===== config.mk =====
export PLATFORM = sky130hd
export DESIGN_NAME = pllmon
export DESIGN_NICKNAME = d
export VERILOG_FILES = /design/src/rtl/pllmon_pkg.sv /design/src/rtl/pllmon_edge.sv /design/src/rtl/pllmon_meter.sv /design/src/rtl/pllmon_hyst.sv /design/src/rtl/pllmon.sv
export SDC_FILE = /design/constraint.sdc
export NUM_CORES = 1
export LEC_CHECK = 0
export BUFFER_PORTS_ARGS = -buffer_cell sky130_fd_sc_hd__clkbuf_2
export CORE_ASPECT_RATIO = 0.5
export CORE_MARGIN = 1.5
export CORE_UTILIZATION = 30
export CTS_CLUSTER_DIAMETER = 60
export DETAILED_ROUTE_END_ITERATION = 12
export PLACE_DENSITY_LB_ADDON = 0.1
export SLEW_MARGIN = 20
export SYNTH_ARGS = -nofsm -noshare
export SYNTH_HDL_FRONTEND = slang
export SYNTH_SLANG_ARGS = --single-unit
export TNS_END_PERCENT = 10

===== constraint.sdc =====
create_clock -name clk -period 3.77 [get_ports clk]
set_clock_uncertainty 0.15 [all_clocks]
set_input_delay 0.5655 -clock clk [delete_from_list [all_inputs] [get_ports clk]]
set_output_delay 0.5655 -clock clk [all_outputs]
set_load 0.01 [all_outputs]

===== src/rtl/pllmon_pkg.sv =====
package pllmon_pkg;
  localparam int CNT_W = 12;

  typedef logic [CNT_W-1:0] cnt_t;

  typedef struct packed {
    cnt_t leave;
    cnt_t enter;
  } tol_t;

  typedef enum logic [1:0] {
    A_CTRL    = 2'd0,
    A_TARGET  = 2'd1,
    A_LOCKTOL = 2'd2,
    A_TRKTOL  = 2'd3
  } addr_e;

  localparam int C_ON   = 0;
  localparam int C_AUTO = 1;
  localparam int C_IE   = 2;
  localparam int C_ACQ  = 3;
  localparam int C_CLR  = 4;

  function automatic cnt_t abs_diff(cnt_t a, cnt_t b);
    return (a >= b) ? (a - b) : (b - a);
  endfunction

  function automatic logic hyst_next(logic cur, cnt_t err, tol_t t);
    if (cur) return !(err > t.leave);
    return (err <= t.enter);
  endfunction

  function automatic logic tol_ok(tol_t t);
    return t.enter < t.leave;
  endfunction
endpackage


===== src/rtl/pllmon_edge.sv =====
module pllmon_edge (
  input  logic clk,
  input  logic rst_n,
  input  logic din,
  output logic rise
);
  logic [2:0] sh;

  always_ff @(posedge clk or negedge rst_n) begin
    if (!rst_n) sh <= '0;
    else        sh <= {sh[1:0], din};
  end

  assign rise = sh[1] & ~sh[2];
endmodule


===== src/rtl/pllmon_meter.sv =====
module pllmon_meter
  import pllmon_pkg::*;
#(
  parameter int WIN_REFS = 16
) (
  input  logic clk,
  input  logic rst_n,
  input  logic run,
  input  logic ref_rise,
  input  logic vco_rise,
  input  cnt_t target,
  output cnt_t err,
  output logic err_valid
);
  localparam int RW = (WIN_REFS > 2) ? $clog2(WIN_REFS) : 1;
  localparam logic [RW-1:0] LAST = RW'(WIN_REFS - 1);

  logic [RW-1:0] ref_cnt;
  cnt_t          vco_cnt;
  cnt_t          vco_sum;

  assign vco_sum = (vco_rise && vco_cnt != '1) ? vco_cnt + 1'b1 : vco_cnt;

  always_ff @(posedge clk or negedge rst_n) begin
    if (!rst_n) begin
      ref_cnt   <= '0;
      vco_cnt   <= '0;
      err       <= '0;
      err_valid <= 1'b0;
    end else if (!run) begin
      ref_cnt   <= '0;
      vco_cnt   <= '0;
      err_valid <= 1'b0;
    end else begin
      err_valid <= 1'b0;
      if (ref_rise && ref_cnt == LAST) begin
        err       <= abs_diff(vco_sum, target);
        err_valid <= 1'b1;
        ref_cnt   <= '0;
        vco_cnt   <= '0;
      end else begin
        vco_cnt <= vco_sum;
        if (ref_rise) ref_cnt <= ref_cnt + 1'b1;
      end
    end
  end
endmodule


===== src/rtl/pllmon_hyst.sv =====
module pllmon_hyst
  import pllmon_pkg::*;
(
  input  logic clk,
  input  logic rst_n,
  input  logic clr,
  input  logic upd,
  input  cnt_t err,
  input  tol_t tol,
  input  logic ovr_en,
  input  logic ovr_val,
  output logic state
);
  always_ff @(posedge clk or negedge rst_n) begin
    if (!rst_n)      state <= 1'b0;
    else if (clr)    state <= 1'b0;
    else if (ovr_en) state <= ovr_val;
    else if (upd)    state <= hyst_next(state, err, tol);
  end
endmodule


===== src/rtl/pllmon.sv =====
module pllmon
  import pllmon_pkg::*;
#(
  parameter int WIN_REFS    = 16,
  parameter int SETTLE_REFS = 32
) (
  input  logic                 clk,
  input  logic                 rst_n,
  input  logic                 ref_in,
  input  logic                 vco_in,
  input  logic                 reg_wr,
  input  logic [1:0]           reg_addr,
  input  logic [2*CNT_W-1:0]   reg_wdata,
  output logic                 lock_o,
  output logic                 acq_o,
  output logic                 irq_o
);
  localparam int SW = $clog2(SETTLE_REFS + 1);
  localparam tol_t TOL_RST = '{leave: cnt_t'(1), enter: cnt_t'(0)};

  logic ref_rise, vco_rise;
  logic pll_on, auto_mode, irq_en;
  cnt_t target;
  tol_t lock_tol, trk_tol, tol_new;
  logic [SW-1:0] settle_cnt;
  logic settled;
  cnt_t win_err;
  logic win_done;
  logic lock_q, lock_d, lock_evt;
  logic acq_q, acq_wr_req, acq_wr_val;
  logic irq_flag;
  logic wr_ctrl, wr_tgt, wr_ltol, wr_ttol;

  pllmon_edge u_ref_edge (.clk(clk), .rst_n(rst_n), .din(ref_in), .rise(ref_rise));
  pllmon_edge u_vco_edge (.clk(clk), .rst_n(rst_n), .din(vco_in), .rise(vco_rise));

  assign wr_ctrl = reg_wr && (reg_addr == A_CTRL);
  assign wr_tgt  = reg_wr && (reg_addr == A_TARGET);
  assign wr_ltol = reg_wr && (reg_addr == A_LOCKTOL);
  assign wr_ttol = reg_wr && (reg_addr == A_TRKTOL);
  assign tol_new = tol_t'(reg_wdata);

  always_ff @(posedge clk or negedge rst_n) begin
    if (!rst_n) begin
      pll_on    <= 1'b0;
      auto_mode <= 1'b0;
      irq_en    <= 1'b0;
      target    <= '0;
      lock_tol  <= TOL_RST;
      trk_tol   <= TOL_RST;
    end else begin
      if (wr_ctrl) begin
        pll_on    <= reg_wdata[C_ON];
        auto_mode <= reg_wdata[C_AUTO];
        irq_en    <= reg_wdata[C_IE];
      end
      if (wr_tgt) target <= reg_wdata[CNT_W-1:0];
      if (wr_ltol && tol_ok(tol_new)) lock_tol <= tol_new;
      if (wr_ttol && tol_ok(tol_new)) trk_tol  <= tol_new;
    end
  end

  always_ff @(posedge clk or negedge rst_n) begin
    if (!rst_n) begin
      settle_cnt <= '0;
      settled    <= 1'b0;
    end else if (!pll_on) begin
      settle_cnt <= '0;
      settled    <= 1'b0;
    end else if (ref_rise && !settled) begin
      settle_cnt <= settle_cnt + 1'b1;
      if (settle_cnt == SW'(SETTLE_REFS - 1)) settled <= 1'b1;
    end
  end

  pllmon_meter #(.WIN_REFS(WIN_REFS)) u_meter (
    .clk(clk), .rst_n(rst_n), .run(pll_on),
    .ref_rise(ref_rise), .vco_rise(vco_rise), .target(target),
    .err(win_err), .err_valid(win_done)
  );

  pllmon_hyst u_lock (
    .clk(clk), .rst_n(rst_n), .clr(!pll_on), .upd(win_done),
    .err(win_err), .tol(lock_tol), .ovr_en(1'b0), .ovr_val(1'b0),
    .state(lock_q)
  );

  assign acq_wr_req = wr_ctrl && !auto_mode && pll_on;
  assign acq_wr_val = reg_wdata[C_ACQ] && settled;

  pllmon_hyst u_acq (
    .clk(clk), .rst_n(rst_n), .clr(!pll_on), .upd(win_done && auto_mode),
    .err(win_err), .tol(trk_tol), .ovr_en(acq_wr_req), .ovr_val(acq_wr_val),
    .state(acq_q)
  );

  always_ff @(posedge clk or negedge rst_n) begin
    if (!rst_n) lock_d <= 1'b0;
    else        lock_d <= lock_q;
  end
  assign lock_evt = lock_q ^ lock_d;

  always_ff @(posedge clk or negedge rst_n) begin
    if (!rst_n)                               irq_flag <= 1'b0;
    else if (lock_evt && irq_en)              irq_flag <= 1'b1;
    else if (wr_ctrl && reg_wdata[C_CLR])     irq_flag <= 1'b0;
  end

  assign lock_o = lock_q;
  assign acq_o  = acq_q;
  assign irq_o  = irq_flag;
endmodule


==> summary.md <==
| Metric | Value |
|---|---|
| Net Sw Frac | `32.1%` |
| R2R setup slack | `230 ps` |
| Area leader, netlist | `dfrtp_1` |
| RSZ-0062 raised after global routing | `false` |
| Post-synth ARST share | `100%` |
| Comb pwr share | `around a quarter` |
| Fill cells | `2261` |
| Syn Area/Cell | `10.4 um^2` |
| Max VDD drop | `0.000215 V` |
| Initial drt markers | `approximately 280` |
| Final min period | `roughly 3500 ps` |
| Post-CTS Hold Buffers | `0` |
| Post-route ant nets | `0` |
| Ys flop type | `dfrtp_1` |
| Post-synthesis register bit count | `109` |
| Top post-synthesis cells by area | `dfrtp_1 39%, ha_1 16%, mux2_2 6.6%, inv_1 4.8%, mux2i_1 4.7%` |
| FF/Latch Area | `~0.0027 mm^2` |
| Crit start category | `flop` |
| Run status | `complete, no violations` |
| EDFF count, synth | `0` |
| Power density cells | `407 mW/mm^2` |
| Drt via density | `4.68` |
| Worst-Skew Late Latency | `360 ps` |
| Sequential area share after synthesis | `39.9%` |
| Total global-route track usage | `15.0%` |
| Sw Pwr | `1.04 mW` |
| Synthesized cell area | `0.00684 mm^2` |
| TritonCTS Sinks | `between 100 and 150` |
| # IOs | `34` |
| First-pass GRT wire length | `27200 um` |
| Top-count cell post-synth | `dfrtp_1` |
| Die Ht | `about 110 um` |
| Req. time, crit path | `3920 ps` |
| CTS H-tree depth | `3` |
| Int Pwr | `2.20 mW` |
| R2r endpoint | `u_meter.err[8]$_DFFE_PN0P_` |
| IO Port Bufs | `33` |
| Setup Total Neg Slack | `0 ps` |
| Clock Tree Root | `clkbuf_16` |
| Least-Margin Pin Slew | `840 ps` |
| Reg-to-Reg Start | `u_meter.vco_cnt[3]$_DFF_PN0_` |
| Core ar. | `around 0.022 mm^2` |
| Longest Clk Path Bufs | `2` |
| Share of layout cells above drive strength 1 | `21.0%` |
| Nets | `about 850` |
| Row count | `38` |
| Clock share of power | `29.4%` |
| Area occupied by multi-input gates | `0.00374 mm^2` |
| Syn Nets | `between 700 and 800` |
| Via count | `4835` |
| Clk slew on worst S/H paths | `80 ps` |
| Pins Over Slew Limit | `0` |
| Synth Instances | `658` |
| Overall die width | `217 um` |
| Final worst-path cycle share | `94.0%` |
| Drc violations | `0` |
| Hold Vio Cnt, Final | `0` |
| Gr ovfl total | `0` |
| Min-delay worst type | `primary input to async pin` |
| Yosys warnings | `0` |
| Placer Congestion | `between 0.7 and 0.8` |
| Relative slew slack | `between 40% and 50%` |
| Final setup vio count | `0` |
| Leakage power | `~4.2 nW` |
| WS Path Type | `flop to flop` |
| Starting Density | `about 31%` |
| Max-cap viol count | `0` |
| F_max | `0.282 GHz` |
| Number of unique standard cell types used by synthesis | `65` |
| Post-CTS Setup Inserts | `0` |
| Synth top area share | `39.1%` |
| N_diodes | `0` |
| Hold WS | `7.89 ps` |
| Crit-path max FO | `6` |
| Largest net degree at the start of global routing | `75` |
| Die area | `around 0.024 mm^2` |
| Vias in the first global route | `approximately 5.0k` |
| DRT Wirelength | `16600 um` |
| TritonCTS clock tree | `yes` |
| Endpoint class of the critical path | `flop` |
| Reg power frac | `44.4%` |
| Reg2reg path depth | `12` |
| First drt pass iteration count | `4` |
| CTS buffer count | `9` |
| Routed WL per cell | `16.1 um` |
| Initial antenna violation count | `0` |
| Post-synth top cells | `107 x dfrtp_1, 88 x inv_1, 85 x ha_1, 40 x mux2_2, 34 x a21oi_1` |
| Area added between synthesis and finish | `16.2%` |
| Post-DP HPWL | `between 10000 and 15000 um` |
| CP arrival | `3700 ps` |
==> worst max-delay path, stage by stage (launching register included) <==
cell and delay [ps]:
dfrtp_1 400, and4_1 250, nand4_1 180, or3_1 360
xor2_1 190, inv_1 90, ha_1 310, nand4_1 100
or3_4 410, o221a_4 300, and3b_1 180, or4_1 470
nand3_1 90
==> area by class of cell <==
type | instances | area share (%)
Clock inverter | 7 | 0.802
Sequential cell | 109 | 34.3
Multi-Input combinational cell | 446 | 47.0
Inverter | 88 | 4.15
Clock buffer | 9 | 2.83
Timing Repair Buffer | 74 | 6.13
Tap cell | 300 | 4.72
==> registers in the layout, summed over array words and instances, names as in the netlist <==
| signal | count |
|---|---|
| auto_mode | 1 |
| irq_en | 1 |
| irq_o | 1 |
| lock_d | 1 |
| lock_tol | 24 |
| pll_on | 1 |
| settle_cnt | 6 |
| settled | 1 |
| target | 12 |
| trk_tol | 24 |
| u_acq.state | 1 |
| u_lock.state | 1 |
| u_meter.err | 12 |
| u_meter.err_valid | 1 |
| u_meter.ref_cnt | 4 |
| u_meter.vco_cnt | 12 |
| u_ref_edge.sh | 3 |
| u_vco_edge.sh | 3 |
==> logic make-up after synthesis <==
logic type / after synthesis / synth area share [%]
buffers and inverters: 105 / 6.64
adder cells (fa/ha/maj): 87 / 16.1
XOR/XNOR: 25 / 3.20
flip-flops: 109 / 39.9
multiplexers: 72 / 11.3
AO/OA/AOI/OAI: 124 / 12.3
AND/OR/NAND/NOR: 136 / 10.6
==> stage by stage <==
step	power (mW)	util [%]	instance area [um^2]	worst slack, ps	cells
2_1_floorplan	2.04	-	6840	34.3	658
3_3_place_gp	2.30	34.5	7590	86.0	1015
3_5_place_dp	2.31	34.5	7590	35.7	1015
4_1_cts	3.28	35.8	7880	13.2	1031
5_1_grt	3.48	36.1	7960	49.1	1033
6_report	3.24	36.1	7960	227	1033
==> worst max-delay path by stage <==
stage                     cells past startpoint                     endpoint  slack [ps]                          from
after CTS                                    14  u_meter.err[10]$_DFFE_PN0P_          10  u_meter.vco_cnt[7]$_DFF_PN0_
after detailed placement                     14  u_meter.err[10]$_DFFE_PN0P_          40  u_meter.vco_cnt[6]$_DFF_PN0_
final                                        12   u_meter.err[8]$_DFFE_PN0P_         230  u_meter.vco_cnt[3]$_DFF_PN0_
after global placement                       14  u_meter.err[10]$_DFFE_PN0P_          90  u_meter.vco_cnt[6]$_DFF_PN0_
after global routing                         14  u_meter.err[10]$_DFFE_PN0P_          50  u_meter.vco_cnt[7]$_DFF_PN0_
after floorplan                              14  u_meter.err[10]$_DFFE_PN0P_          30  u_meter.vco_cnt[6]$_DFF_PN0_
==> layout by cell type (no fill, tap or decap), types with 4 or more instances in the layout <==
cell type   count
xnor2_1         9
nor3_1          4
dfrtp_1       107
clkinvlp_4      4
a21o_1         22
clkbuf_16       9
a21oi_1        34
mux2i_1        32
xor2_1         15
o21ai_0        23
a211oi_1        4
buf_4          41
o211ai_1        5
o21a_1          6
nand4_1        19
nand2_1        28
nand3b_1        6
ha_1           84
and4_1          4
nand3_1         8
and3_1          6
nor2b_1         7
clkbuf_2       32
mux2_2         40
nand2b_1        4
inv_1          88
nor2_1         31
==> routing by layer <==
layer	wire (um)	track usage, %	up-vias
li1	-	-	2453
met1	9010	21.4	2343
met2	7070	23.4	29
met3	420	3.10	10
met4	138	3.27	0
met5	0	0	-
==> repair_timing <==
| action | CTS | global route |
|---|---|---|
| endpoints found under the setup margin | 0 | 10 |
| resized for setup | 0 | 8 |
| hold endpoints to repair | 0 | 0 |
==> power groups by stage <==
stage                     sequential, mW  combinational (mW)  clock, mW
after floorplan                     1.43               0.603          0
after global placement              1.46               0.835          0
after detailed placement            1.46               0.843          0
after CTS                           1.44               0.850      0.992
after global routing                1.46               0.978       1.04
final                               1.44               0.847      0.953
(Power assumes the default switching activity.)
